[config.mk]
export PLATFORM = sky130hd
export DESIGN_NAME = evt_accept_ctrl
export DESIGN_NICKNAME = d
export VERILOG_FILES = /design/src/rtl/evt_accept_pkg.sv /design/src/rtl/evt_arb_ctrl.sv /design/src/rtl/evt_accept_dp.sv /design/src/rtl/evt_accept_ctrl.sv
export SDC_FILE = /design/constraint.sdc
export NUM_CORES = 1
export LEC_CHECK = 0
export ABC_AREA = 1
export BUFFER_PORTS_ARGS = -buffer_cell sky130_fd_sc_hd__buf_4
export CORE_MARGIN = 2
export CORE_UTILIZATION = 45
export CTS_BUF_LIST = sky130_fd_sc_hd__clkbuf_2 sky130_fd_sc_hd__clkbuf_4 sky130_fd_sc_hd__clkbuf_8
export CTS_CLUSTER_DIAMETER = 50
export CTS_CLUSTER_SIZE = 12
export DETAILED_ROUTE_END_ITERATION = 6
export GPL_TIMING_DRIVEN = 0
export PLACE_DENSITY = 0.79
export SYNTH_ARGS = -nofsm -noshare
export SYNTH_HDL_FRONTEND = slang
export SYNTH_SLANG_ARGS = --single-unit
[constraint.sdc]
create_clock -name clk -period 2.6 [get_ports clk]
set_clock_uncertainty 0.15 [all_clocks]
set_input_delay 0.13 -clock clk [delete_from_list [all_inputs] [get_ports clk]]
set_output_delay 0.13 -clock clk [all_outputs]
set_load 0.005 [all_outputs]
[src/rtl/evt_accept_pkg.sv]
package evt_accept_pkg;

  localparam int NUM_INT  = 4;
  localparam int NUM_CRIT = 4;
  localparam int MASK_W   = 7;
  localparam int SLOT_W   = 8;

  // mask bit positions
  localparam int MB_EXC  = 4;
  localparam int MB_GLOB = 5;
  localparam int MB_DBG  = 6;

  typedef enum logic [2:0] {
    LVL_NONE = 3'd0,
    LVL_INT0 = 3'd1,
    LVL_INT1 = 3'd2,
    LVL_INT2 = 3'd3,
    LVL_INT3 = 3'd4,
    LVL_EXC  = 3'd5,
    LVL_CRIT = 3'd6,
    LVL_DBG  = 3'd7
  } evtLevel_e;

  typedef struct packed {
    logic              accept;
    evtLevel_e         level;
    logic [SLOT_W-1:0] slot;
  } ctrlStrobe_t;

endpackage

[src/rtl/evt_arb_ctrl.sv]
module evt_arb_ctrl
  import evt_accept_pkg::*;
#(
  parameter int NUM_EXC = 4
) (
  input  logic                clk,
  input  logic                rstN,
  input  logic [NUM_INT-1:0]  intReq,
  input  logic [NUM_EXC-1:0]  excReq,
  input  logic [NUM_CRIT-1:0] critReq,
  input  logic                dbgReq,
  input  logic [MASK_W-1:0]   maskIn,
  input  logic                stackBusy,
  input  logic                accValid,
  output ctrlStrobe_t         strobe
);

  logic [NUM_INT-1:0] intOk;
  logic               dbgOk, critAny, excOk, holdOff;
  logic [SLOT_W-1:0]  critSlot, excSlot;
  logic [6:0]         grantVec;

  genvar g;
  generate
    for (g = 0; g < NUM_INT; g++) begin : gIntGate
      assign intOk[g] = intReq[g] & ~maskIn[g] & ~maskIn[MB_GLOB];
    end
  endgenerate

  assign dbgOk   = dbgReq & ~maskIn[MB_DBG];
  assign critAny = |critReq;
  assign excOk   = (|excReq) & ~maskIn[MB_EXC];
  assign holdOff = stackBusy | accValid;

  // lowest asserted index in each vector
  always_comb begin
    critSlot = '0;
    for (int i = NUM_CRIT - 1; i >= 0; i--) begin
      if (critReq[i]) critSlot = SLOT_W'(i);
    end
    excSlot = '0;
    for (int i = NUM_EXC - 1; i >= 0; i--) begin
      if (excReq[i]) excSlot = SLOT_W'(i);
    end
  end

  always_comb begin
    strobe       = '0;
    strobe.level = LVL_NONE;
    grantVec     = '0;
    if (!holdOff) begin
      if (dbgOk) begin
        strobe.accept = 1'b1;
        strobe.level  = LVL_DBG;
        grantVec[6]   = 1'b1;
      end else if (critAny) begin
        strobe.accept = 1'b1;
        strobe.level  = LVL_CRIT;
        strobe.slot   = critSlot;
        grantVec[5]   = 1'b1;
      end else if (excOk) begin
        strobe.accept = 1'b1;
        strobe.level  = LVL_EXC;
        strobe.slot   = excSlot;
        grantVec[4]   = 1'b1;
      end else if (intOk[3]) begin
        strobe.accept = 1'b1;
        strobe.level  = LVL_INT3;
        grantVec[3]   = 1'b1;
      end else if (intOk[2]) begin
        strobe.accept = 1'b1;
        strobe.level  = LVL_INT2;
        grantVec[2]   = 1'b1;
      end else if (intOk[1]) begin
        strobe.accept = 1'b1;
        strobe.level  = LVL_INT1;
        grantVec[1]   = 1'b1;
      end else if (intOk[0]) begin
        strobe.accept = 1'b1;
        strobe.level  = LVL_INT0;
        grantVec[0]   = 1'b1;
      end
    end
  end


  grant_onehot_chk: assert property (@(posedge clk) disable iff (!rstN)
    $onehot0(grantVec));


  crit_unmasked_chk: assert property (@(posedge clk) disable iff (!rstN)
    (critAny && !dbgReq && !stackBusy && !accValid) |-> strobe.level == LVL_CRIT);

endmodule

[src/rtl/evt_accept_dp.sv]
module evt_accept_dp
  import evt_accept_pkg::*;
#(
  parameter int          NUM_EXC        = 4,
  parameter int          ADDR_W         = 32,
  parameter logic [31:0] HANDLER_BASE   = 32'h0000_0100,
  parameter logic [31:0] HANDLER_STRIDE = 32'h0000_0010,
  localparam int         NUM_ID         = 1 + NUM_CRIT + NUM_EXC + NUM_INT,
  localparam int         ID_W           = $clog2(NUM_ID)
) (
  input  logic              clk,
  input  logic              rstN,
  input  ctrlStrobe_t       strobe,
  input  logic [MASK_W-1:0] maskIn,
  input  logic              stackBusy,
  output logic              accValid,
  output logic [ID_W-1:0]   accId,
  output logic [2:0]        modeOut,
  output logic [2:0]        bankSel,
  output logic [MASK_W-1:0] maskOut,
  output logic [ADDR_W-1:0] handlerPc
);

  localparam int CRIT_BASE = 1;
  localparam int EXC_BASE  = CRIT_BASE + NUM_CRIT;
  localparam int INT_BASE  = EXC_BASE + NUM_EXC;

  logic [ADDR_W-1:0] handlerTab [NUM_ID];
  logic [ID_W-1:0]   idNext;
  logic [MASK_W-1:0] raiseBits;
  logic [2:0]        bankNext;
  int                intLvl;

  genvar g;
  generate
    for (g = 0; g < NUM_ID; g++) begin : gHandler
      assign handlerTab[g] = ADDR_W'(HANDLER_BASE + HANDLER_STRIDE * 32'(g));
    end
  endgenerate

  always_comb begin
    intLvl    = int'(strobe.level) - 1;
    idNext    = '0;
    raiseBits = '0;
    bankNext  = '0;
    unique case (strobe.level)
      LVL_DBG: begin
        idNext    = '0;
        raiseBits = '1;
      end
      LVL_CRIT: begin
        idNext    = ID_W'(CRIT_BASE + int'(strobe.slot));
        raiseBits = MASK_W'((1 << (MB_GLOB + 1)) - 1);
      end
      LVL_EXC: begin
        idNext    = ID_W'(EXC_BASE + int'(strobe.slot));
        raiseBits = MASK_W'((1 << (MB_GLOB + 1)) - 1);
      end
      LVL_INT0, LVL_INT1, LVL_INT2, LVL_INT3: begin
        idNext    = ID_W'(INT_BASE + (NUM_INT - 1) - intLvl);
        raiseBits = MASK_W'((1 << (intLvl + 1)) - 1);
        bankNext  = 3'(intLvl + 1);
      end
      default: begin
        idNext    = '0;
        raiseBits = '0;
      end
    endcase
  end

  always_ff @(posedge clk or negedge rstN) begin
    if (!rstN) begin
      accValid  <= 1'b0;
      accId     <= '0;
      modeOut   <= '0;
      bankSel   <= '0;
      maskOut   <= '0;
      handlerPc <= '0;
    end else begin
      accValid <= strobe.accept;
      if (strobe.accept) begin
        accId     <= idNext;
        modeOut   <= strobe.level;
        bankSel   <= bankNext;
        maskOut   <= maskIn | raiseBits;
        handlerPc <= handlerTab[idNext];
      end
    end
  end


  one_per_cycle_chk: assert property (@(posedge clk) disable iff (!rstN)
    accValid |=> !accValid);


  busy_respect_chk: assert property (@(posedge clk) disable iff (!rstN)
    accValid |-> !$past(stackBusy));


  int0_gate_chk: assert property (@(posedge clk) disable iff (!rstN)
    (accValid && modeOut == 3'(LVL_INT0)) |-> (!$past(maskIn[0]) && !$past(maskIn[MB_GLOB])));


  low_raised_chk: assert property (@(posedge clk) disable iff (!rstN)
    accValid |-> maskOut[0]);


  exc_masks_chk: assert property (@(posedge clk) disable iff (!rstN)
    (accValid && modeOut >= 3'(LVL_EXC)) |-> (maskOut[MB_EXC] && maskOut[MB_GLOB]));


  dbg_entry_chk: assert property (@(posedge clk) disable iff (!rstN)
    (accValid && modeOut == 3'(LVL_DBG)) |-> (maskOut[MB_DBG] && !$past(maskIn[MB_DBG])));

endmodule

[src/rtl/evt_accept_ctrl.sv]
module evt_accept_ctrl
  import evt_accept_pkg::*;
#(
  parameter int          NUM_EXC        = 4,
  parameter int          ADDR_W         = 32,
  parameter logic [31:0] HANDLER_BASE   = 32'h0000_0100,
  parameter logic [31:0] HANDLER_STRIDE = 32'h0000_0010,
  localparam int         ID_W           = $clog2(1 + NUM_CRIT + NUM_EXC + NUM_INT)
) (
  input  logic                clk,
  input  logic                rstN,
  input  logic [NUM_INT-1:0]  intReq,
  input  logic [NUM_EXC-1:0]  excReq,
  input  logic [NUM_CRIT-1:0] critReq,
  input  logic                dbgReq,
  input  logic [MASK_W-1:0]   maskIn,
  input  logic                stackBusy,
  output logic                accValid,
  output logic [ID_W-1:0]     accId,
  output logic [2:0]          modeOut,
  output logic [2:0]          bankSel,
  output logic [MASK_W-1:0]   maskOut,
  output logic [ADDR_W-1:0]   handlerPc
);

  ctrlStrobe_t strobe;

  evt_arb_ctrl #(.NUM_EXC(NUM_EXC)) ctrl_i (
    .clk       (clk),
    .rstN      (rstN),
    .intReq    (intReq),
    .excReq    (excReq),
    .critReq   (critReq),
    .dbgReq    (dbgReq),
    .maskIn    (maskIn),
    .stackBusy (stackBusy),
    .accValid  (accValid),
    .strobe    (strobe)
  );

  evt_accept_dp #(
    .NUM_EXC        (NUM_EXC),
    .ADDR_W         (ADDR_W),
    .HANDLER_BASE   (HANDLER_BASE),
    .HANDLER_STRIDE (HANDLER_STRIDE)
  ) dp_i (
    .clk       (clk),
    .rstN      (rstN),
    .strobe    (strobe),
    .maskIn    (maskIn),
    .stackBusy (stackBusy),
    .accValid  (accValid),
    .accId     (accId),
    .modeOut   (modeOut),
    .bankSel   (bankSel),
    .maskOut   (maskOut),
    .handlerPc (handlerPc)
  );

endmodule

==> results of run 1 <==
[worst paths after layout]
| check | from | endpoint | slack, ns | depth (start not counted) |
|---|---|---|---|---|
| setup / recovery | dp_i.accValid | dp_i.maskOut[6] | 0.21 | 14 |
| min in group asynchronous | rstN | dp_i.accId[1] | 0.13 | 2 |
| max in group asynchronous | rstN | dp_i.maskOut[0] | 1.96 | 2 |
| setup reg to reg | dp_i.accValid | dp_i.maskOut[6] | 0.21 | 14 |
| hold reg to reg | dp_i.modeOut[0] | dp_i.modeOut[0] | 0.33 | 2 |
| hold / removal | maskIn[3] | dp_i.maskOut[3] | 0.005 | 3 |
[cell usage after synthesis (4+ instances only)]
library cell and n:
a21oi_1 5, nand4_1 5, ha_1 9, dfrtp_1 21, nand3_1 17, nor2_1 29, a31oi_1 4, buf_4 29
o21ai_1 4, nand2_2 6, inv_1 25, nand2_1 53
[per-layer routing]
layer	track usage	share of wire	vias up
li1	-	-	886
met1	0.225	0.43	728
met2	0.286	0.51	53
met3	0.0183	0.056	4
met4	0.0765	0.012	0
met5	0	0	-
[power breakdown]
| group | leakage, nW | total [mW] | internal [mW] | switching (mW) |
|---|---|---|---|---|
| clock | 0.0255 | 0.211 | 0.107 | 0.104 |
| combinational | 1.07 | 0.773 | 0.385 | 0.389 |
| sequential | 0.248 | 0.480 | 0.424 | 0.0561 |
| total | 1.35 | 1.46 | 0.916 | 0.549 |
[worst max-delay path, cell delays in order (launching register included)]
cell and delay [ns]:
dfrtp_1 0.41, nor2_4 0.23, nand2_4 0.12, ha_2 0.23, nand3_2 0.12, nand3_1 0.10, nand2_2 0.08, nand3_4 0.09
buf_6 0.16, nand2_1 0.10, ha_4 0.17, nand3_1 0.08, nand2_1 0.08, nand3_1 0.07, a21oi_1 0.12
[cell families (layout without fill, tap and decap cells)]
logic type                 count (synthesis)  after routing  synth area share
xor gates and xnor gates                   1              1           0.00485
other                                      1             27           0.00207
DFF                                       21             21             0.291
buffers and inverters                     61            116             0.203
AOI/OAI and AO/OA                         26             26            0.0955
adders and majority gates                  9              9            0.0623
and+or+nand+nor                          125            125             0.341
[sequential cells by signal, summed over array words and instances (netlist names)]
name,flops
dp_i.maskOut,7
dp_i.handlerPc,4
dp_i.accId,3
dp_i.bankSel,3
dp_i.modeOut,3
dp_i.accValid,1
[through the flow]
stage | cell area [µm²] | util | worst slack (ns) | hold WS (ns)
final | 2450 | 0.623 | 0.208 | 0.00533
after global routing | 2450 | 0.623 | 0.00254 | 0.0105
after CTS | 2380 | 0.605 | 0.000737 | 0.00217
after detailed placement | 2310 | 0.585 | -0.491 | -0.125
after global placement | 2310 | 0.585 | -0.408 | -0.126
after floorplan | 1910 | - | 0.00801 | -0.316
[layout make-up]
| class | instances | area (µm²) |
|---|---|---|
| buffer | 34 | 262 |
| clock buffer | 3 | 41.3 |
| clock inverter | 1 | 5.00 |
| fill | 355 | 1490 |
| inverter | 27 | 106 |
| multi-input combinational | 188 | 1070 |
| sequential | 21 | 526 |
| tap | 50 | 62.6 |
| timing repair buffer | 51 | 385 |
[repair_timing]
item / 4_1_cts / 5_1_grt
pin swaps: 1 / 2
resized for setup: 4 / 8
buffers inserted: 1 / 4
setup endpoints to repair: 10 / 4
hold endpoints to repair: 21 / 0
hold buffers: 1 / 0
==> flow_metrics.env, run 1 <==
export IMPL_power_mw=1.46
export IMPL_totalWireLength_mm=3.88
export IMPL_n_antenna_cell=0
export IMPL_p_per_area_nw_per_um2=597
export IMPL_final_layout_size_suffix_gt1_frac=0.378
export IMPL_status="finished, final reports clean"
export IMPL_startpoint_type="flop"
export IMPL_cts_tree="built"
export IMPL_grt_pass1_wl_mm=6.06
export IMPL_avgSynthCellArea_um2=7.41
export IMPL_seq_area_frac_synth=0.291
export IMPL_htree_levels=1
export IMPL_via_per_inst=4.46
export IMPL_dp_hpwl_mm=3.13
export IMPL_grt_max_degree=22
export IMPL_synth_top_cell_area_share=0.291
export IMPL_cts_buffer_depth=2
export IMPL_setup_violations=0
export IMPL_place_inst=365
export IMPL_finalCritPeriodShare=0.920
export IMPL_synth_edf_count=0
export IMPL_layout_nets=358
export IMPL_wire_per_inst_um=10.4
export IMPL_die_w_um=67.4
export IMPL_dieArea_um2=4540
export IMPL_area_delta_synth_final_pct=35.8
export IMPL_ys_warn_count=0
export IMPL_hold_class="input port to flop"
export IMPL_grt_total_usage=0.172
export IMPL_port_buffers=45
export IMPL_drc=0
export IMPL_grt_overflow_total=0
export IMPL_ys_ff_latch=21
export IMPL_setup_tns_ns=0
export IMPL_die_h_um=67.4
export IMPL_syn_area_um2=1810
export IMPL_grt_pass1_vias=1414
export IMPL_drtIter0Drc=112
export IMPL_critPathCaptureType="flop"
export IMPL_initial_core_util=0.459
export IMPL_synth_largest_area_cell="dfrtp_1"
export IMPL_ant_nets=0
export IMPL_final_common_cell="buf_4"
export IMPL_vdd_drop_max_mv=0.254
export IMPL_ioPinCount=73
export IMPL_async_flop_share=1.00
export IMPL_leakage_nw=1.35
export IMPL_dr_total_vias=1671
export IMPL_place_congestion=0.908
export IMPL_slew_violations=0
export IMPL_max_cap_violations=0
export IMPL_antenna_found_initial=0
export IMPL_stdcell_count=375
export IMPL_root_buffer="clkbuf_8"
export IMPL_syn_inst=244
export IMPL_finalHoldViolCount=0
export IMPL_fmax_mhz=418
export IMPL_synth_area_leaders="dfrtp_1 29%, buf_4 12%, nand2_1 11%"
export IMPL_arrival_ns=2.43
export IMPL_cp_required_ns=2.64
export IMPL_rsz0062_at_grt="false"
export IMPL_insertion_delay_ns=0.26
export IMPL_synth_main_ff_cell="dfrtp_1"
export IMPL_rows=23
export IMPL_critPathKind="flop to flop"
export IMPL_period_needed_ns=2.39
export IMPL_drt_pass1_iter_count=6
export IMPL_numCtsBuffers=3
export IMPL_synth_cell_type_count=35
export IMPL_critical_path_peak_fanout=10
export IMPL_clk_pin_slew_ns=0.07
export IMPL_core_area_um2=3940
export IMPL_mostFrequentLayoutCells="79 x buf_4, 52 x nand2_1, 27 x nor2_1, 27 x conb_1, 24 x inv_1"
export IMPL_cts_sinks=21
(Power assumes the default switching activity.)
==> run 2: changes to the inputs <==
Settings changed: CORE_UTILIZATION 45 to 51, PLACE_DENSITY 0.79 to 0.83, SYNTH_HIERARCHICAL from default to 1.
Clock period 2.6 ns to 2.32 ns, I/O delays scaled along.
==> flow_metrics.env, run 2 <==
export IMPL_final_core_util=0.821
export IMPL_critical_path_peak_fanout=4
export IMPL_cts_buffer_depth=2
export IMPL_final_common_cell="buf_4"
export IMPL_vdd_drop_max_mv=0.326
export IMPL_ioPinCount=73
export IMPL_grt_total_usage=0.259
export IMPL_p_per_area_nw_per_um2=558
export IMPL_via_per_inst=5.29
export IMPL_initial_core_util=0.526
export IMPL_ant_nets=0
export IMPL_postPlaceCellArea_um2=2480
export IMPL_layout_nets=406
export IMPL_period_needed_ns=2.53
export IMPL_status="finished with violations"
export IMPL_arrival_ns=2.53
export IMPL_tightest_slew_ns=0.555
export IMPL_dp_worst_setup_slack_ns=-0.744
export IMPL_rsz0062_at_grt="true"
export IMPL_reg_top3="dp_i/maskOut x7, dp_i/handlerPc x5"
export IMPL_insertion_delay_ns=0.26
export IMPL_largest_reg_flops=7
export IMPL_crit_reg2reg_launch="dp_i/accValid"
export IMPL_timing_rr_end="dp_i/maskOut[1]"
export IMPL_violations="setup timing"
export IMPL_cts_sinks=21
export IMPL_r2r_cells=17
export IMPL_rows=22
export IMPL_place_inst=389
export IMPL_root_buffer="clkbuf_8"
export IMPL_die_h_um=65.2
export IMPL_setup_tns_ns=-1.17
export IMPL_dp_hpwl_mm=3.91
export IMPL_area_delta_synth_final_pct=56.2
export IMPL_syn_area_um2=1910
export IMPL_power_mw=1.67
export IMPL_slew_violations=0
export IMPL_place_congestion=0.880
export IMPL_totalWireLength_mm=6.50
export IMPL_clk_pin_slew_ns=0.08
export IMPL_avgSynthCellArea_um2=7.10
export IMPL_dr_total_vias=2229
export IMPL_ys_warn_count=6
export IMPL_drc=0
export IMPL_drtIter0Drc=223
export IMPL_timing_slew_headroom=0.630
export IMPL_worst_slack_ns=-0.211
export IMPL_syn_inst=269
export IMPL_hp_start="maskIn[0]"
export IMPL_n_antenna_cell=0
export IMPL_hold_class="input port to flop"
export IMPL_max_cap_violations=0
export IMPL_grt_pass1_wl_mm=8.54
export IMPL_n_fill_cell=230
export IMPL_holdPathStages=3
export IMPL_final_layout_size_suffix_gt1_frac=0.496
export IMPL_setup_violations=10
export IMPL_antenna_found_initial=0
export IMPL_holdPathEnd="dp_i/maskOut[0]"
export IMPL_leakage_nw=1.58
export IMPL_htree_levels=1
export IMPL_grt_max_degree=22
export IMPL_numCtsBuffers=3
export IMPL_grt_pass1_vias=1976
export IMPL_drt_pass1_iter_count=4
export IMPL_startpoint_type="flop"
export IMPL_r2r_slack_ns=-0.21
export IMPL_wire_per_inst_um=15.4
export IMPL_critPathKind="flop to flop"
export IMPL_die_w_um=65.2
export IMPL_whs_ns=0.0211
export IMPL_finalHoldViolCount=0
export IMPL_core_area_um2=3630
export IMPL_cp_required_ns=2.32
export IMPL_dieArea_um2=4250
export IMPL_port_buffers=45
export IMPL_stdcell_count=421
export IMPL_mostFrequentLayoutCells="96 x buf_4, 52 x nand2_1, 29 x conb_1"
export IMPL_critPathCaptureType="flop"
export IMPL_fin_area_um2=2980
export IMPL_largest_register="dp_i/maskOut"
export IMPL_fmax_mhz=395
export IMPL_finalCritPeriodShare=1.09
export IMPL_cts_tree="built"
export IMPL_grt_overflow_total=0
-- run 2: how the worst max path moves through the flow --
| stage | startpoint | end | slack (ns) | cells past startpoint |
|---|---|---|---|---|
| after floorplan | critReq[1] | dp_i/maskOut[6] | -0.28 | 17 |
| after detailed placement | critReq[1] | dp_i/maskOut[1] | -0.74 | 17 |
| final | dp_i/accValid | dp_i/maskOut[1] | -0.21 | 17 |
| after global routing | dp_i/accValid | dp_i/maskOut[1] | -0.26 | 15 |
| after global placement | critReq[1] | dp_i/maskOut[1] | -0.70 | 17 |
| after CTS | dp_i/accValid | dp_i/maskOut[1] | -0.30 | 15 |
-- run 2: metal layers --
layer / routed length (µm) / up-vias / global-route usage
met5: 0 / - / 0
met4: 370 / 0 / 0.112
met3: 602 / 44 / 0.0394
met2: 3310 / 150 / 0.494
met1: 2220 / 1033 / 0.280
li1: - / 1002 / -
-- run 2: what timing repair did --
action | CTS | global route
setup endpoints to repair | 12 | 13
hold buffers | 4 | 0
hold endpoints to repair | 24 | 0
gates resized for setup | 19 | 43
pin swaps | 21 | 22
buffers inserted | 16 | 8
-- run 2: layout make-up --
class	count	area, µm²	share of cell area
Buffer	35	259	0.0868
Clock buffer	4	48.8	0.0164
Inverter	39	166	0.0558
Multi-Input combinational cell	201	1350	0.453
Sequential cell	21	526	0.176
Tap cell	48	60.1	0.0201
Timing Repair Buffer	73	573	0.192
-- run 2: where the power goes --
| group | switching (mW) | leakage (nW) | internal [mW] |
|---|---|---|---|
| sequential | 0.0521 | 0.251 | 0.440 |
| combinational | 0.483 | 1.31 | 0.433 |
| clock | 0.123 | 0.0262 | 0.134 |
| total | 0.658 | 1.58 | 1.01 |
-- run 2: worst max-delay path: stages, from the launching register on --
cell and delay, ns:
dfrtp_1 0.41, nor2_4 0.14, inv_4 0.07, a21oi_4 0.18, inv_4 0.07, ha_4 0.19
inv_2 0.07, nand2_4 0.07, nand2_4 0.08, nand2_4 0.06, nand2_4 0.09, inv_4 0.04
nor2_4 0.10, nand3_2 0.11, ha_4 0.28, nor2_1 0.04, nor4_2 0.19, nor2_1 0.08
==> run 3: changes to the inputs <==
Settings changed: CORE_MARGIN 2 to default.
==> flow_metrics.env, run 3 (synthesized netlist as in run 2, its figures left out) <==
export IMPL_finalHoldViolCount=0
export IMPL_ioPinCount=73
export IMPL_grt_pass1_vias=1827
export IMPL_n_antenna_cell=0
export IMPL_largest_register="dp_i/maskOut"
export IMPL_comb_power_share=0.534
export IMPL_drt_pass1_iter_count=4
export IMPL_postPlaceCellArea_um2=2480
export IMPL_cts_tree="built"
export IMPL_dp_hpwl_mm=3.66
export IMPL_die_h_um=63.2
export IMPL_grt_pass1_wl_mm=8.25
export IMPL_area_delta_synth_final_pct=48.8
export IMPL_initial_core_util=0.551
export IMPL_clk_pin_slew_ns=0.07
export IMPL_grt_max_degree=22
export IMPL_dieArea_um2=3990
export IMPL_drtIter0Drc=85
export IMPL_layout_nets=400
export IMPL_period_needed_ns=2.47
export IMPL_mostFrequentLayoutCells="91 x buf_4, 59 x nand2_1, 29 x inv_1, 29 x conb_1, 21 x dfrtp_1"
export IMPL_antenna_found_initial=0
export IMPL_rsz0062_at_grt="true"
export IMPL_htree_levels=1
export IMPL_core_area_um2=3470
export IMPL_fmax_mhz=404
export IMPL_vdd_drop_max_mv=0.367
export IMPL_whs_ns=0.00783
export IMPL_p_per_area_nw_per_um2=549
export IMPL_violations="setup timing"
export IMPL_cp_common_cell="nor2_4"
export IMPL_port_buffers=45
export IMPL_largest_reg_flops=7
export IMPL_cts_sinks=21
export IMPL_slew_violations=0
export IMPL_ant_nets=0
export IMPL_via_per_inst=4.87
export IMPL_totalWireLength_mm=5.23
export IMPL_startpoint_type="flop"
export IMPL_final_common_cell="buf_4"
export IMPL_seqPwrFrac=0.314
export IMPL_critPathKind="flop to flop"
export IMPL_rows=21
export IMPL_final_layout_size_suffix_gt1_frac=0.433
export IMPL_grt_overflow_total=0
export IMPL_critical_path_peak_fanout=4
export IMPL_wire_per_inst_um=12.7
export IMPL_die_w_um=63.2
export IMPL_insertion_delay_ns=0.26
export IMPL_root_buffer="clkbuf_8"
export IMPL_max_cap_violations=0
export IMPL_swShare=0.382
export IMPL_reg_top3="dp_i/maskOut x7, dp_i/handlerPc x5"
export IMPL_dr_total_vias=2012
export IMPL_crit_buf_inv=3
export IMPL_place_congestion=0.892
export IMPL_status="finished with violations"
export IMPL_setup_violations=9
export IMPL_finalCritPeriodShare=1.07
export IMPL_cpPeakStageDelay_ns=0.41
export IMPL_cts_buffer_depth=2
export IMPL_leakage_nw=1.55
export IMPL_drc=0
export IMPL_grt_total_usage=0.263
export IMPL_worst_slack_ns=-0.154
export IMPL_fin_area_um2=2840
export IMPL_hold_class="input port to flop"
export IMPL_p_int_uw=963
export IMPL_cp_required_ns=2.32
export IMPL_p_sw_uw=596
export IMPL_critPathCaptureType="flop"
export IMPL_crit_family="simple AND/OR/NAND/NOR gates"
export IMPL_crit_chain="nor2_4 > inv_4 > a21oi_4 > inv_4 > ha_4 > nor2_4 > buf_4 > nand3_1 > nand2_2 > nor2_4 > nand3_4 > ha_4 > nor2_2 > nor4_2 > nor2_1"
export IMPL_arrival_ns=2.47
export IMPL_numCtsBuffers=3
export IMPL_crit_path_top_delay_cell="dfrtp_1"
export IMPL_clkPwrFrac=0.151
-- run 3: changes by cell type in the layout (fill, tap and decap cells not counted), moves of 2 or more --
cell     before  now
nand2_2      12    6
nand2_1      52   59
nand3_1       5    7
nand3_2       8    5
buf_4        96   91
inv_2         7    4
ha_1          2    5
inv_1        24   29
inv_4         6    4
ha_2          2    0
-- run 3: final timing paths --
path                                    from                end  slack, ns  depth (start not counted)
max                            dp_i/accValid    dp_i/maskOut[1]      -0.15                         15
min                                maskIn[4]    dp_i/maskOut[4]      0.008                          3
max reg2reg                    dp_i/accValid    dp_i/maskOut[1]      -0.15                         15
min reg2reg                dp_i/handlerPc[8]  dp_i/handlerPc[8]       0.32                          1
max in group asynchronous               rstN    dp_i/maskOut[6]       1.69                          2
min in group asynchronous               rstN  dp_i/handlerPc[6]       0.13                          2
-- run 3: what timing repair did --
item                                   in CTS  in global routing
endpoints found under the hold margin      24                  0
setup endpoints to repair                  12                 14
cloned                                      0                  0
hold buffers                                4                  0
gates resized for setup                    17                 17
setup buffers                              15                  3
pin swaps                                   5                  5
-- run 3: layer usage --
metal,global-route usage,vias up,share of wire,wire length (µm)
met4,0.0710,0,0.025,131
met3,0.0453,14,0.062,325
met1,0.323,933,0.39,2060
met2,0.469,71,0.52,2710
li1,-,994,-,-
met5,0,-,0,0
-- run 3: cell type report --
class	instances	area, µm²
multi-input combinational	201	1270
fill	241	626
sequential	21	526
timing repair buffer	67	524
buffer	35	255
inverter	39	161
tap	46	57.6
clock buffer	3	41.3
clock inverter	1	5.00
-- run 3: metrics by stage --
| step | setup TNS [ns] | power [mW] | setup WS [ns] | util | instances |
|---|---|---|---|---|---|
| 3_5_place_dp | -6.23 | 1.16 | -0.777 | 0.715 | 387 |
| 3_3_place_gp | -5.64 | 1.15 | -0.713 | 0.715 | 387 |
| 5_1_grt | -1.87 | 1.65 | -0.254 | 0.820 | 413 |
| 4_1_cts | -0.558 | 1.49 | -0.190 | 0.792 | 410 |
| 2_1_floorplan | -1.04 | 0.908 | -0.283 | - | 296 |
| 6_report | -0.808 | 1.56 | -0.154 | 0.820 | 413 |
-- run 3: power by group through the flow --
| stage | clock, mW | sequential (mW) | combinational (mW) |
|---|---|---|---|
| floorplan | 0 | 0.494 | 0.414 |
| global placement | 0 | 0.491 | 0.658 |
| detailed placement | 0 | 0.494 | 0.668 |
| CTS | 0.239 | 0.487 | 0.763 |
| global route | 0.250 | 0.498 | 0.903 |
| finish | 0.236 | 0.490 | 0.834 |
-- run 3: worst min-delay path: cells and delay by family --
family,cells,cell delay [ns]
AOI/OAI and AO/OA,1,0.12
buffers and inverters,1,0.09
and+or+nand+nor,1,0.05
